## config.mk

```make
export PLATFORM = sky130hd
export DESIGN_NAME = utlb_cache
export DESIGN_NICKNAME = d
export VERILOG_FILES = /design/src/rtl/utlb_pkg.sv /design/src/rtl/utlb_entries.sv /design/src/rtl/utlb_victim.sv /design/src/rtl/utlb_cache.sv
export SDC_FILE = /design/constraint.sdc
export NUM_CORES = 1
export LEC_CHECK = 0
export BUFFER_PORTS_ARGS = -buffer_cell sky130_fd_sc_hd__buf_2
export CORE_ASPECT_RATIO = 0.6
export CORE_MARGIN = 1
export CORE_UTILIZATION = 60
export DETAILED_ROUTE_END_ITERATION = 8
export GPL_TIMING_DRIVEN = 0
export PLACE_DENSITY = 0.9
export SYNTH_ARGS = -nofsm -noshare
export SYNTH_HDL_FRONTEND = slang
export SYNTH_SLANG_ARGS = --single-unit
```

## constraint.sdc

```tcl
create_clock -name clk -period 10.76 [get_ports clk]
set_clock_uncertainty 0.15 [all_clocks]
set_input_delay 2.152 -clock clk [delete_from_list [all_inputs] [get_ports clk]]
set_output_delay 2.152 -clock clk [all_outputs]
set_load 0.005 [all_outputs]
```

## src/rtl/utlb_pkg.sv

```systemverilog
package utlb_pkg;

   localparam int PERM_W = 6;

   typedef enum logic {
      ST_LOOK = 1'b0,
      ST_FILL = 1'b1
   } utlb_state_e;

   typedef enum logic [1:0] {
      ACC_RD  = 2'd0,
      ACC_WR  = 2'd1,
      ACC_EX  = 2'd2,
      ACC_BAD = 2'd3
   } utlb_acc_e;

   // kernel group in [5:3], user group in [2:0], each ordered read/write/exec
   function automatic logic perm_allows(input logic [PERM_W-1:0] perm,
                                        input logic kernel,
                                        input logic [1:0] acc);
      logic [2:0] grp;
      grp = kernel ? perm[5:3] : perm[2:0];
      case (utlb_acc_e'(acc))
         ACC_RD:  return grp[2];
         ACC_WR:  return grp[1];
         ACC_EX:  return grp[0];
         default: return 1'b0;
      endcase
   endfunction

endpackage

```

## src/rtl/utlb_entries.sv

```systemverilog
module utlb_entries
   import utlb_pkg::*;
#(
   parameter int ENTRIES = 8,
   parameter int VPN_W   = 20,
   parameter int PFN_W   = 20,
   parameter int ASID_W  = 8
) (
   input  logic                       clk,
   input  logic                       rst_n,
   input  logic [VPN_W-1:0]           lk_vpn,
   input  logic [ASID_W-1:0]          lk_asid,
   output logic                       lk_hit,
   output logic [PFN_W-1:0]           lk_pfn,
   output logic [PERM_W-1:0]          lk_perm,
   input  logic                       wr_en,
   input  logic [$clog2(ENTRIES)-1:0] wr_idx,
   input  logic [VPN_W-1:0]           wr_vpn,
   input  logic [ASID_W-1:0]          wr_asid,
   input  logic [PFN_W-1:0]           wr_pfn,
   input  logic [PERM_W-1:0]          wr_perm,
   input  logic                       wr_global,
   input  logic                       clr_all,
   output logic [ENTRIES-1:0]         vld_vec
);

   localparam int IDX_W = $clog2(ENTRIES);

   logic [ENTRIES-1:0] match_vec;
   logic [PFN_W-1:0]   pfn_m  [ENTRIES];
   logic [PERM_W-1:0]  perm_m [ENTRIES];

   for (genvar g = 0; g < ENTRIES; g++) begin : g_ent
      logic              vld;
      logic              glb;
      logic [VPN_W-1:0]  vpn;
      logic [ASID_W-1:0] asid;
      logic [PFN_W-1:0]  pfn;
      logic [PERM_W-1:0] perm;
      logic              sel;

      assign sel = wr_en && (wr_idx == IDX_W'(g));

      always_ff @(posedge clk or negedge rst_n) begin
         if (!rst_n)       vld <= 1'b0;
         else if (clr_all) vld <= 1'b0;
         else if (sel)     vld <= 1'b1;
      end

      always_ff @(posedge clk) begin
         if (sel) begin
            glb  <= wr_global;
            vpn  <= wr_vpn;
            asid <= wr_asid;
            pfn  <= wr_pfn;
            perm <= wr_perm;
         end
      end

      assign match_vec[g] = vld && (vpn == lk_vpn) && (glb || (asid == lk_asid));
      assign pfn_m[g]     = match_vec[g] ? pfn  : '0;
      assign perm_m[g]    = match_vec[g] ? perm : '0;
      assign vld_vec[g]   = vld;
   end

   always_comb begin
      lk_pfn  = '0;
      lk_perm = '0;
      for (int i = 0; i < ENTRIES; i++) begin
         lk_pfn  = lk_pfn  | pfn_m[i];
         lk_perm = lk_perm | perm_m[i];
      end
   end

   assign lk_hit = |match_vec;

   // a clear wins over a same-edge write
   p_clear_wins_r9: assert property (@(posedge clk) disable iff (!rst_n)
      clr_all |=> (vld_vec == '0));

endmodule

```

## src/rtl/utlb_victim.sv

```systemverilog
module utlb_victim #(
   parameter int ENTRIES = 8
) (
   input  logic                       clk,
   input  logic                       rst_n,
   input  logic [ENTRIES-1:0]         vld_vec,
   input  logic                       alloc,
   output logic [$clog2(ENTRIES)-1:0] vic_idx
);

   localparam int  IDX_W  = $clog2(ENTRIES);
   localparam bit  POW2   = ((ENTRIES & (ENTRIES - 1)) == 0);

   logic             free_any;
   logic [IDX_W-1:0] free_idx;
   logic [IDX_W-1:0] rr_q;
   logic [IDX_W-1:0] rr_nxt;

   always_comb begin
      free_any = 1'b0;
      free_idx = '0;
      for (int i = ENTRIES - 1; i >= 0; i--) begin
         if (!vld_vec[i]) begin
            free_any = 1'b1;
            free_idx = IDX_W'(i);
         end
      end
   end

   if (POW2) begin : g_wrap_natural
      assign rr_nxt = rr_q + 1'b1;
   end else begin : g_wrap_compare
      assign rr_nxt = (rr_q == IDX_W'(ENTRIES - 1)) ? '0 : rr_q + 1'b1;
   end

   always_ff @(posedge clk or negedge rst_n) begin
      if (!rst_n)                 rr_q <= '0;
      else if (alloc && !free_any) rr_q <= rr_nxt;
   end

   assign vic_idx = free_any ? free_idx : rr_q;

   p_free_first_r8: assert property (@(posedge clk) disable iff (!rst_n)
      (alloc && !(&vld_vec)) |-> !vld_vec[vic_idx]);

   p_rr_in_range_r8: assert property (@(posedge clk) disable iff (!rst_n)
      (32'(rr_q) < ENTRIES));

endmodule

```

## src/rtl/utlb_cache.sv

```systemverilog
module utlb_cache
   import utlb_pkg::*;
#(
   parameter int ENTRIES = 8,
   parameter int VPN_W   = 20,
   parameter int PFN_W   = 20,
   parameter int ASID_W  = 8
) (
   input  logic              clk,
   input  logic              rst_n,
   input  logic              req_valid,
   input  logic [VPN_W-1:0]  req_vpn,
   input  logic [ASID_W-1:0] req_asid,
   input  logic [1:0]        req_acc,
   input  logic              req_kernel,
   output logic              req_stall,
   output logic              rsp_done,
   output logic [PFN_W-1:0]  rsp_pfn,
   output logic              rsp_fault_miss,
   output logic              rsp_fault_perm,
   output logic              fill_req_valid,
   output logic [VPN_W-1:0]  fill_req_vpn,
   output logic [ASID_W-1:0] fill_req_asid,
   input  logic              fill_rsp_valid,
   input  logic              fill_rsp_found,
   input  logic [PFN_W-1:0]  fill_rsp_pfn,
   input  logic [5:0]        fill_rsp_perm,
   input  logic              fill_rsp_global,
   input  logic              inv_pulse
);

   localparam int IDX_W = $clog2(ENTRIES);

   if (ENTRIES < 2) begin : g_bad_entries
      $error("utlb_cache: ENTRIES must be at least 2");
   end
   if (VPN_W < 1 || PFN_W < 1 || ASID_W < 1) begin : g_bad_width
      $error("utlb_cache: widths must be positive");
   end

   utlb_state_e       st_q;
   logic [VPN_W-1:0]  cap_vpn_q;
   logic [ASID_W-1:0] cap_asid_q;

   logic              lk_hit;
   logic [PFN_W-1:0]  lk_pfn;
   logic [PERM_W-1:0] lk_perm;
   logic [ENTRIES-1:0] vld_vec;
   logic [IDX_W-1:0]  vic_idx;

   logic look_hit;
   logic fill_take;
   logic fill_alloc;

   assign look_hit   = (st_q == ST_LOOK) && req_valid && lk_hit;
   assign fill_take  = (st_q == ST_FILL) && fill_rsp_valid;
   assign fill_alloc = fill_take && fill_rsp_found && !inv_pulse;

   utlb_entries #(
      .ENTRIES (ENTRIES),
      .VPN_W   (VPN_W),
      .PFN_W   (PFN_W),
      .ASID_W  (ASID_W)
   ) i_entries (
      .clk       (clk),
      .rst_n     (rst_n),
      .lk_vpn    (req_vpn),
      .lk_asid   (req_asid),
      .lk_hit    (lk_hit),
      .lk_pfn    (lk_pfn),
      .lk_perm   (lk_perm),
      .wr_en     (fill_alloc),
      .wr_idx    (vic_idx),
      .wr_vpn    (cap_vpn_q),
      .wr_asid   (cap_asid_q),
      .wr_pfn    (fill_rsp_pfn),
      .wr_perm   (fill_rsp_perm),
      .wr_global (fill_rsp_global),
      .clr_all   (inv_pulse),
      .vld_vec   (vld_vec)
   );

   utlb_victim #(
      .ENTRIES (ENTRIES)
   ) i_victim (
      .clk     (clk),
      .rst_n   (rst_n),
      .vld_vec (vld_vec),
      .alloc   (fill_alloc),
      .vic_idx (vic_idx)
   );

   always_ff @(posedge clk or negedge rst_n) begin
      if (!rst_n) begin
         st_q       <= ST_LOOK;
         cap_vpn_q  <= '0;
         cap_asid_q <= '0;
      end else begin
         case (st_q)
            ST_LOOK: if (req_valid && !lk_hit) begin
               st_q       <= ST_FILL;
               cap_vpn_q  <= req_vpn;
               cap_asid_q <= req_asid;
            end
            ST_FILL: if (fill_rsp_valid) st_q <= ST_LOOK;
            default: st_q <= ST_LOOK;
         endcase
      end
   end

   assign rsp_fault_miss = fill_take && !fill_rsp_found;
   assign rsp_fault_perm = look_hit && !perm_allows(lk_perm, req_kernel, req_acc);
   assign rsp_done       = look_hit || rsp_fault_miss;
   assign rsp_pfn        = look_hit ? lk_pfn : '0;
   assign req_stall      = req_valid && !rsp_done;

   assign fill_req_valid = (st_q == ST_FILL);
   assign fill_req_vpn   = cap_vpn_q;
   assign fill_req_asid  = cap_asid_q;

   p_hit_now_r2: assert property (@(posedge clk) disable iff (!rst_n)
      (!fill_req_valid && req_valid && lk_hit) |-> (rsp_done && !rsp_fault_miss));

   p_fill_hold_r4: assert property (@(posedge clk) disable iff (!rst_n)
      (fill_req_valid && !fill_rsp_valid) |=>
         (fill_req_valid && $stable(fill_req_vpn) && $stable(fill_req_asid)));

   p_found_ends_fill_r5: assert property (@(posedge clk) disable iff (!rst_n)
      (fill_req_valid && fill_rsp_valid && fill_rsp_found) |=> !fill_req_valid);

   p_notfound_noalloc_r6: assert property (@(posedge clk) disable iff (!rst_n)
      (fill_req_valid && fill_rsp_valid && !fill_rsp_found && !inv_pulse) |=>
         (vld_vec == $past(vld_vec)));

   p_fault_excl_r7: assert property (@(posedge clk) disable iff (!rst_n)
      !(rsp_fault_miss && rsp_fault_perm));

   p_inv_clears_r9: assert property (@(posedge clk) disable iff (!rst_n)
      inv_pulse |=> !lk_hit);

endmodule

```

* Yosys cells after proc, flatten, opt, wreduce, memory -nomap -nowiden
Index checks and enable logic that the tools add are counted.
** Operators by class
- Mux-type cells :: 55
- Shift operators :: 0
- $add $sub $neg :: 1
- Div/mod/pow operators :: 0
- Equal/unequal tests :: 25
- Magnitude comparators :: 0
- Reduce and logical (&&, ||, !) cells :: 61
- Bitwise gates (word level) :: 15
- Multipliers :: 0
** Operator list (count)
- 2-to-1 mux 20 bit :: 9
- equality test 20 bit :: 8
- bitwise OR 20 bit :: 7
- equality test 8 bit :: 8
- 2-to-1 mux 6 bit :: 8
- bitwise OR 6 bit :: 7
- logical AND 1 bit :: 34
- 2-to-1 mux 3 bit :: 10
- 2-to-1 mux 1 bit :: 26
- nonzero test 2 bit :: 8
- equality test 3 bit, second input constant :: 4
- logical OR 1 bit :: 9
- OR reduction 8 bit :: 1
- equality test 3 x 2 -> 1 bit, second input constant :: 2
- logical NOT 1 bit :: 6
- adder 3 x 1 -> 3 bit, second input constant :: 1
- equality test 3 x 1 -> 1 bit, second input constant :: 1
- logical NOT 3 bit :: 1
- case mux 1 bit (3 select lines) :: 1
- equality test 2 x 1 -> 1 bit, second input constant :: 1
- equality test 2 bit, second input constant :: 1
- logical NOT 2 bit :: 1
- case mux 1 bit (2 select lines) :: 1
- AND reduction 2 bit :: 1
- inverter 1 bit :: 1
** Word-level totals
- Bits in read-only memories :: 0
- Logic and storage cells :: 209
- Latch bits :: 0
- Bits of input ports :: 64
- Memory bits (writable) :: 0
- Bits in registers :: 480
- Memories kept :: 0

* Logic depth before layout (Yosys ltp)
- Depth after elaboration :: 15
- Depth in mapped cells :: 12
- Depth with buffers taken out :: 8

* Hierarchy
From an unflattened synthesis, not the netlist that was laid out.
** Unflattened totals
- Cells, all modules :: 1313
- Area total of the unflattened synthesis :: 20216.9 um^2
** Modules (own cells, without submodules)
- utlb_entries :: times used 1, cells each 1192, area an instance 18621.6 um^2, sequential area each 13412.9 um^2
- utlb_cache :: times used 1, cells each 97, area an instance 1375.1 um^2, sequential area each 725.7 um^2
- utlb_victim :: times used 1, cells each 24, area an instance 220.2 um^2, sequential area each 75.1 um^2

* Worst setup path before layout
Ideal clock, no wire load.
- Path kind :: input -> register
- Start :: input port inv_pulse
- End :: register i_entries.g_ent[0].asid[0] (enable)
- Stages :: 4
- Data arrival time :: 6.479 ns
- Buffers on the path :: 0
- Slack :: 3.593 ns
- Cells stage by stage :: inv_1 nand4_1 nand2b_1 nor3_1
** On the way
- Longest elaborated chain between the ends :: 3
** Ends and longest elaborated chain
- start, declared :: line utlb_cache.sv:29 : input logic inv_pulse
- logical NOT 1 bit :: line utlb_cache.sv:57 : assign fill_alloc = fill_take && fill_rsp_found && !inv_pulse;
- logical AND 1 bit :: line utlb_cache.sv:57
- logical AND 1 bit :: line utlb_entries.sv:42 : assign sel = wr_en && (wr_idx == IDX_W'(g));
- via i_entries.g_ent[0].sel :: line utlb_entries.sv:40 : logic sel;
- end signal, assigned :: line utlb_entries.sv:54 : asid <= wr_asid;
- end, declared :: line utlb_entries.sv:37 : logic [ASID_W-1:0] asid;
The timed path passes the listed nets, and every way through them passes these cells.
A chain may end at the register's enable or synchronous reset.

* Final worst setup path
- Start :: input port req_vpn[9]
- End :: output port rsp_pfn[0]
** On the way
- Longest elaborated chain between the ends :: 12
** Ends and longest elaborated chain
- start, declared :: line utlb_cache.sv:12 : input logic [VPN_W-1:0] req_vpn,
- equality test 20 bit :: line utlb_entries.sv:60 : assign match_vec[g] = vld && (vpn == lk_vpn) && (glb || (asid == lk_asid));
- logical AND 1 bit (2 in series) :: line utlb_entries.sv:60
- 2-to-1 mux 20 bit :: line utlb_entries.sv:61 : assign pfn_m[g] = match_vec[g] ? pfn : '0;
- bitwise OR 20 bit (7 in series) :: line utlb_entries.sv:70 : lk_pfn = lk_pfn | pfn_m[i];
- 2-to-1 mux 20 bit (*) :: line utlb_cache.sv:114 : assign rsp_pfn = look_hit ? lk_pfn : '0;
- end, declared :: line utlb_cache.sv:18 : output logic [PFN_W-1:0] rsp_pfn,
Mark *: on every way between the ends. The rest lies on a longest branch, timed or not.

==> metrics.txt <==
status complete, no violations; Mapped Cells between 1000 and 1500; postcts setup bufs 0; I/O pin cnt around 120; Seq pwr share between 50 and 60%; Worst-path clk slew ~70 ps; Post-synth EDFFs 440; nets@finish 1289; share of layout cells above drive strength 1 19.35%; Commonest cells post-synth edfxtp_1 (440), xor2_1 (141), xnor2_1 (85); Root Buffer clkbuf_16; Power Internal between 2000 and 3000 uW; post-synthesis cell type count 49; Primary FF master, synth edfxtp_1; vias in the first global route about 11000; Row Count a little under 50; critical path class in -> out; Die Width 230.5 um; first drt pass iteration count 6; combinational share of power 4.6%; largest net degree at the start of global routing 41; Hold Path Class reg -> reg; most frequent cell after synthesis edfxtp_1; Area growth syn-to-layout 14.22%; ys async rst share between 8 and 9%; mapped cell area 0.01879 mm^2; full die area ~0.032 mm^2; setup repair after global routing missed its margin no; Max H-tree Level 2; crit start category primary input; final core occ approximately 70%; WL final 48.45 mm; Post-Syn Nets approximately 1100; Seq/Total Area, Yosys 75.64%; total number of vias approximately 11000; Post-DP Area a little over 0.02 mm^2; total clock sinks 480; # setup viols final 0; Hold Vio Cnt, Final 0; All-Layer GR Usage a little under a third; number of synthesis warnings 0; average routed wire per standard cell 29.10 um; Design Area, Final around 0.021 mm^2; Clock Tree Buf Depth 3; maxcap violations 0; Least-Margin Pin Slew between 1000 and 1500 ps; area share of the largest cell type after synthesis a little over two thirds; 1st-iter DRT viols between 1500 and 2000; synth top area cells edfxtp_1 (70%), xor2_1 (6.6%), dfrtp_1 (5.3%); Setup crit end kind output port; first-pass GRT wire length ~71 mm; Setup Total Neg Slack 0 ps; GPL Wtd Cong a little over 0.8; CTS Hold Buffers Added 0; Max rail drop VDD approximately 0.00015 V; Post-Syn Area per Cell approximately 18 um^2; sw frac between 20% and 30%; #FFs+latches synth between 400 and 500; Tmin final ~8600 ps; Remaining DRCs 0; final worst slack 2205 ps; Clock Latency Late Sink 570 ps; Initial Util 61.92%; CP required between 8000 and 9000 ps; Slew Viols, Final 0; Crit path arrival time between 6000 and 7000 ps; LEAKAGE between 0.007 and 0.008 uW; Clock Power Share a little under two fifths; cell taking the most area after synthesis edfxtp_1; Die Y-Extent 139.1 um; P per Cell Area 178.3 mW/mm^2; Hold WS about 380 ps; routed vias/inst between 6 and 7; grt ovf 0; pre-CTS setup slack about 2700 ps; TritonCTS clock tree done; Net Switching 847.5 uW; hpwl dp slightly above 30 mm; crit path max fanout 10; Max-Slew Margin vs Limit 19.04%; post_cts resized 0; CTS Buf Count 41; Max Clk Rate 116.9 MHz; Port Buffers 88; initial antenna violation count 1; Final ANT Viol Nets 0; core area a little over 0.03 mm^2; post-route clock period utilization 79.51%
==> kinds of logic (layout without fill, tap and decap cells) <==
| group | after synthesis | in the layout | share of synthesized area, % |
|---|---|---|---|
| AND/OR/NAND/NOR | 126 | 126 | 4.022 |
| multiplexers | 29 | 29 | 1.738 |
| adder cells (fa/ha/maj) | 1 | 1 | 0.06657 |
| AO/OA/AOI/OAI | 146 | 146 | 6.059 |
| XOR/XNOR | 226 | 226 | 10.53 |
| flip-flops | 480 | 480 | 75.64 |
| buffers and inverters | 63 | 248 | 1.944 |
| other | 0 | 1 | 0 |
==> cell type report <==
cell class,count,area (um^2)
Antenna cell,1,2.502
Buffer,54,331.6
Clock buffer,53,1124
Clock inverter,22,157.7
Fill cell,1742,8885
Inverter,9,33.78
Multi-Input combinational cell,528,4268
Sequential cell,480,14210
Tap cell,408,510.5
Timing Repair Buffer,110,822.0
==> per-layer routing <==
metal | wire length, um | share of wire [%] | global-route usage (%) | up-vias
li1 | - | - | - | 4481
met1 | 18000 | 37 | 43.11 | 5435
met2 | 21940 | 45 | 46.23 | 906
met3 | 6697 | 14 | 8.470 | 152
met4 | 1807 | 3.7 | 12.37 | 0
met5 | 0 | 0 | 0 | -
==> worst paths after layout <==
kind | startpoint | endpoint | slack, ps | depth (start not counted)
max | req_vpn[9] | rsp_pfn[0] | 2200 | 11
min | i_victim.rr_q[0] | i_victim.rr_q[0] | 380 | 1
max reg2reg | i_entries.g_ent[3].vpn[12] | fill_req_vpn[13] | 6840 | 10
min reg2reg | i_victim.rr_q[0] | i_victim.rr_q[0] | 380 | 1
max in group asynchronous | rst_n | fill_req_asid[4] | 8060 | 1
min in group asynchronous | rst_n | fill_req_vpn[5] | 1650 | 1
==> power groups by stage <==
stage | clock, uW | sequential [uW] | combinational [uW]
after floorplan | 0 | 2200 | 91.2
after global placement | 0 | 2240 | 164
after detailed placement | 0 | 2240 | 175
after CTS | 1450 | 2200 | 178
after global routing | 1520 | 2210 | 190
final | 1450 | 2200 | 177
==> placed cells by master, fill, tap and decap left out, drive strengths merged, types with 2 or more instances in the layout <==
cell type,netlist,final
and4,3,3
o21ai,3,3
a22o,23,23
and3,7,7
nand4,25,25
buf,46,156
nor3,12,12
xnor2,85,85
o22ai,4,4
nand3,8,8
a31oi,21,21
inv,9,10
nand2b,2,2
a41o,5,5
a22oi,44,44
clkbuf,8,61
dfrtp,40,40
mux2,29,29
and3b,2,2
xor2,141,141
a2111oi,3,3
nor4b,2,2
a21oi,5,5
a221oi,22,22
clkinv,0,18
a222oi,6,6
edfxtp,440,440
nor4,35,35
a21o,5,5
nand2,11,11
bufinv,0,2
nor2,13,13
==> critical path: stages <==
cell and delay [ps]:
buf_2 310, xor2_1 120, nor4_1 840, nand3_1 300
nor3_2 840, nor4_1 90, nand2_1 150, nand3b_1 370
clkbuf_1 510, a31oi_1 380, buf_2 180
==> registers in the layout, indices dropped and copies added, names as in the netlist <==
| name | count |
|---|---|
| i_entries.g_ent.asid | 64 |
| i_entries.g_ent.vld | 8 |
| i_entries.g_ent.perm | 48 |
| fill_req_valid | 1 |
| i_entries.g_ent.pfn | 160 |
| i_victim.rr_q | 3 |
| fill_req_asid | 8 |
| i_entries.g_ent.vpn | 160 |
| i_entries.g_ent.glb | 8 |
| fill_req_vpn | 20 |
==> stage by stage <==
step,power [uW],std cells
finish,3827,1665
detailed placement,2417,1589
global placement,2401,1567
floorplan,2293,1071
CTS,3829,1664
global route,3916,1665
(Power assumes the default switching activity.)
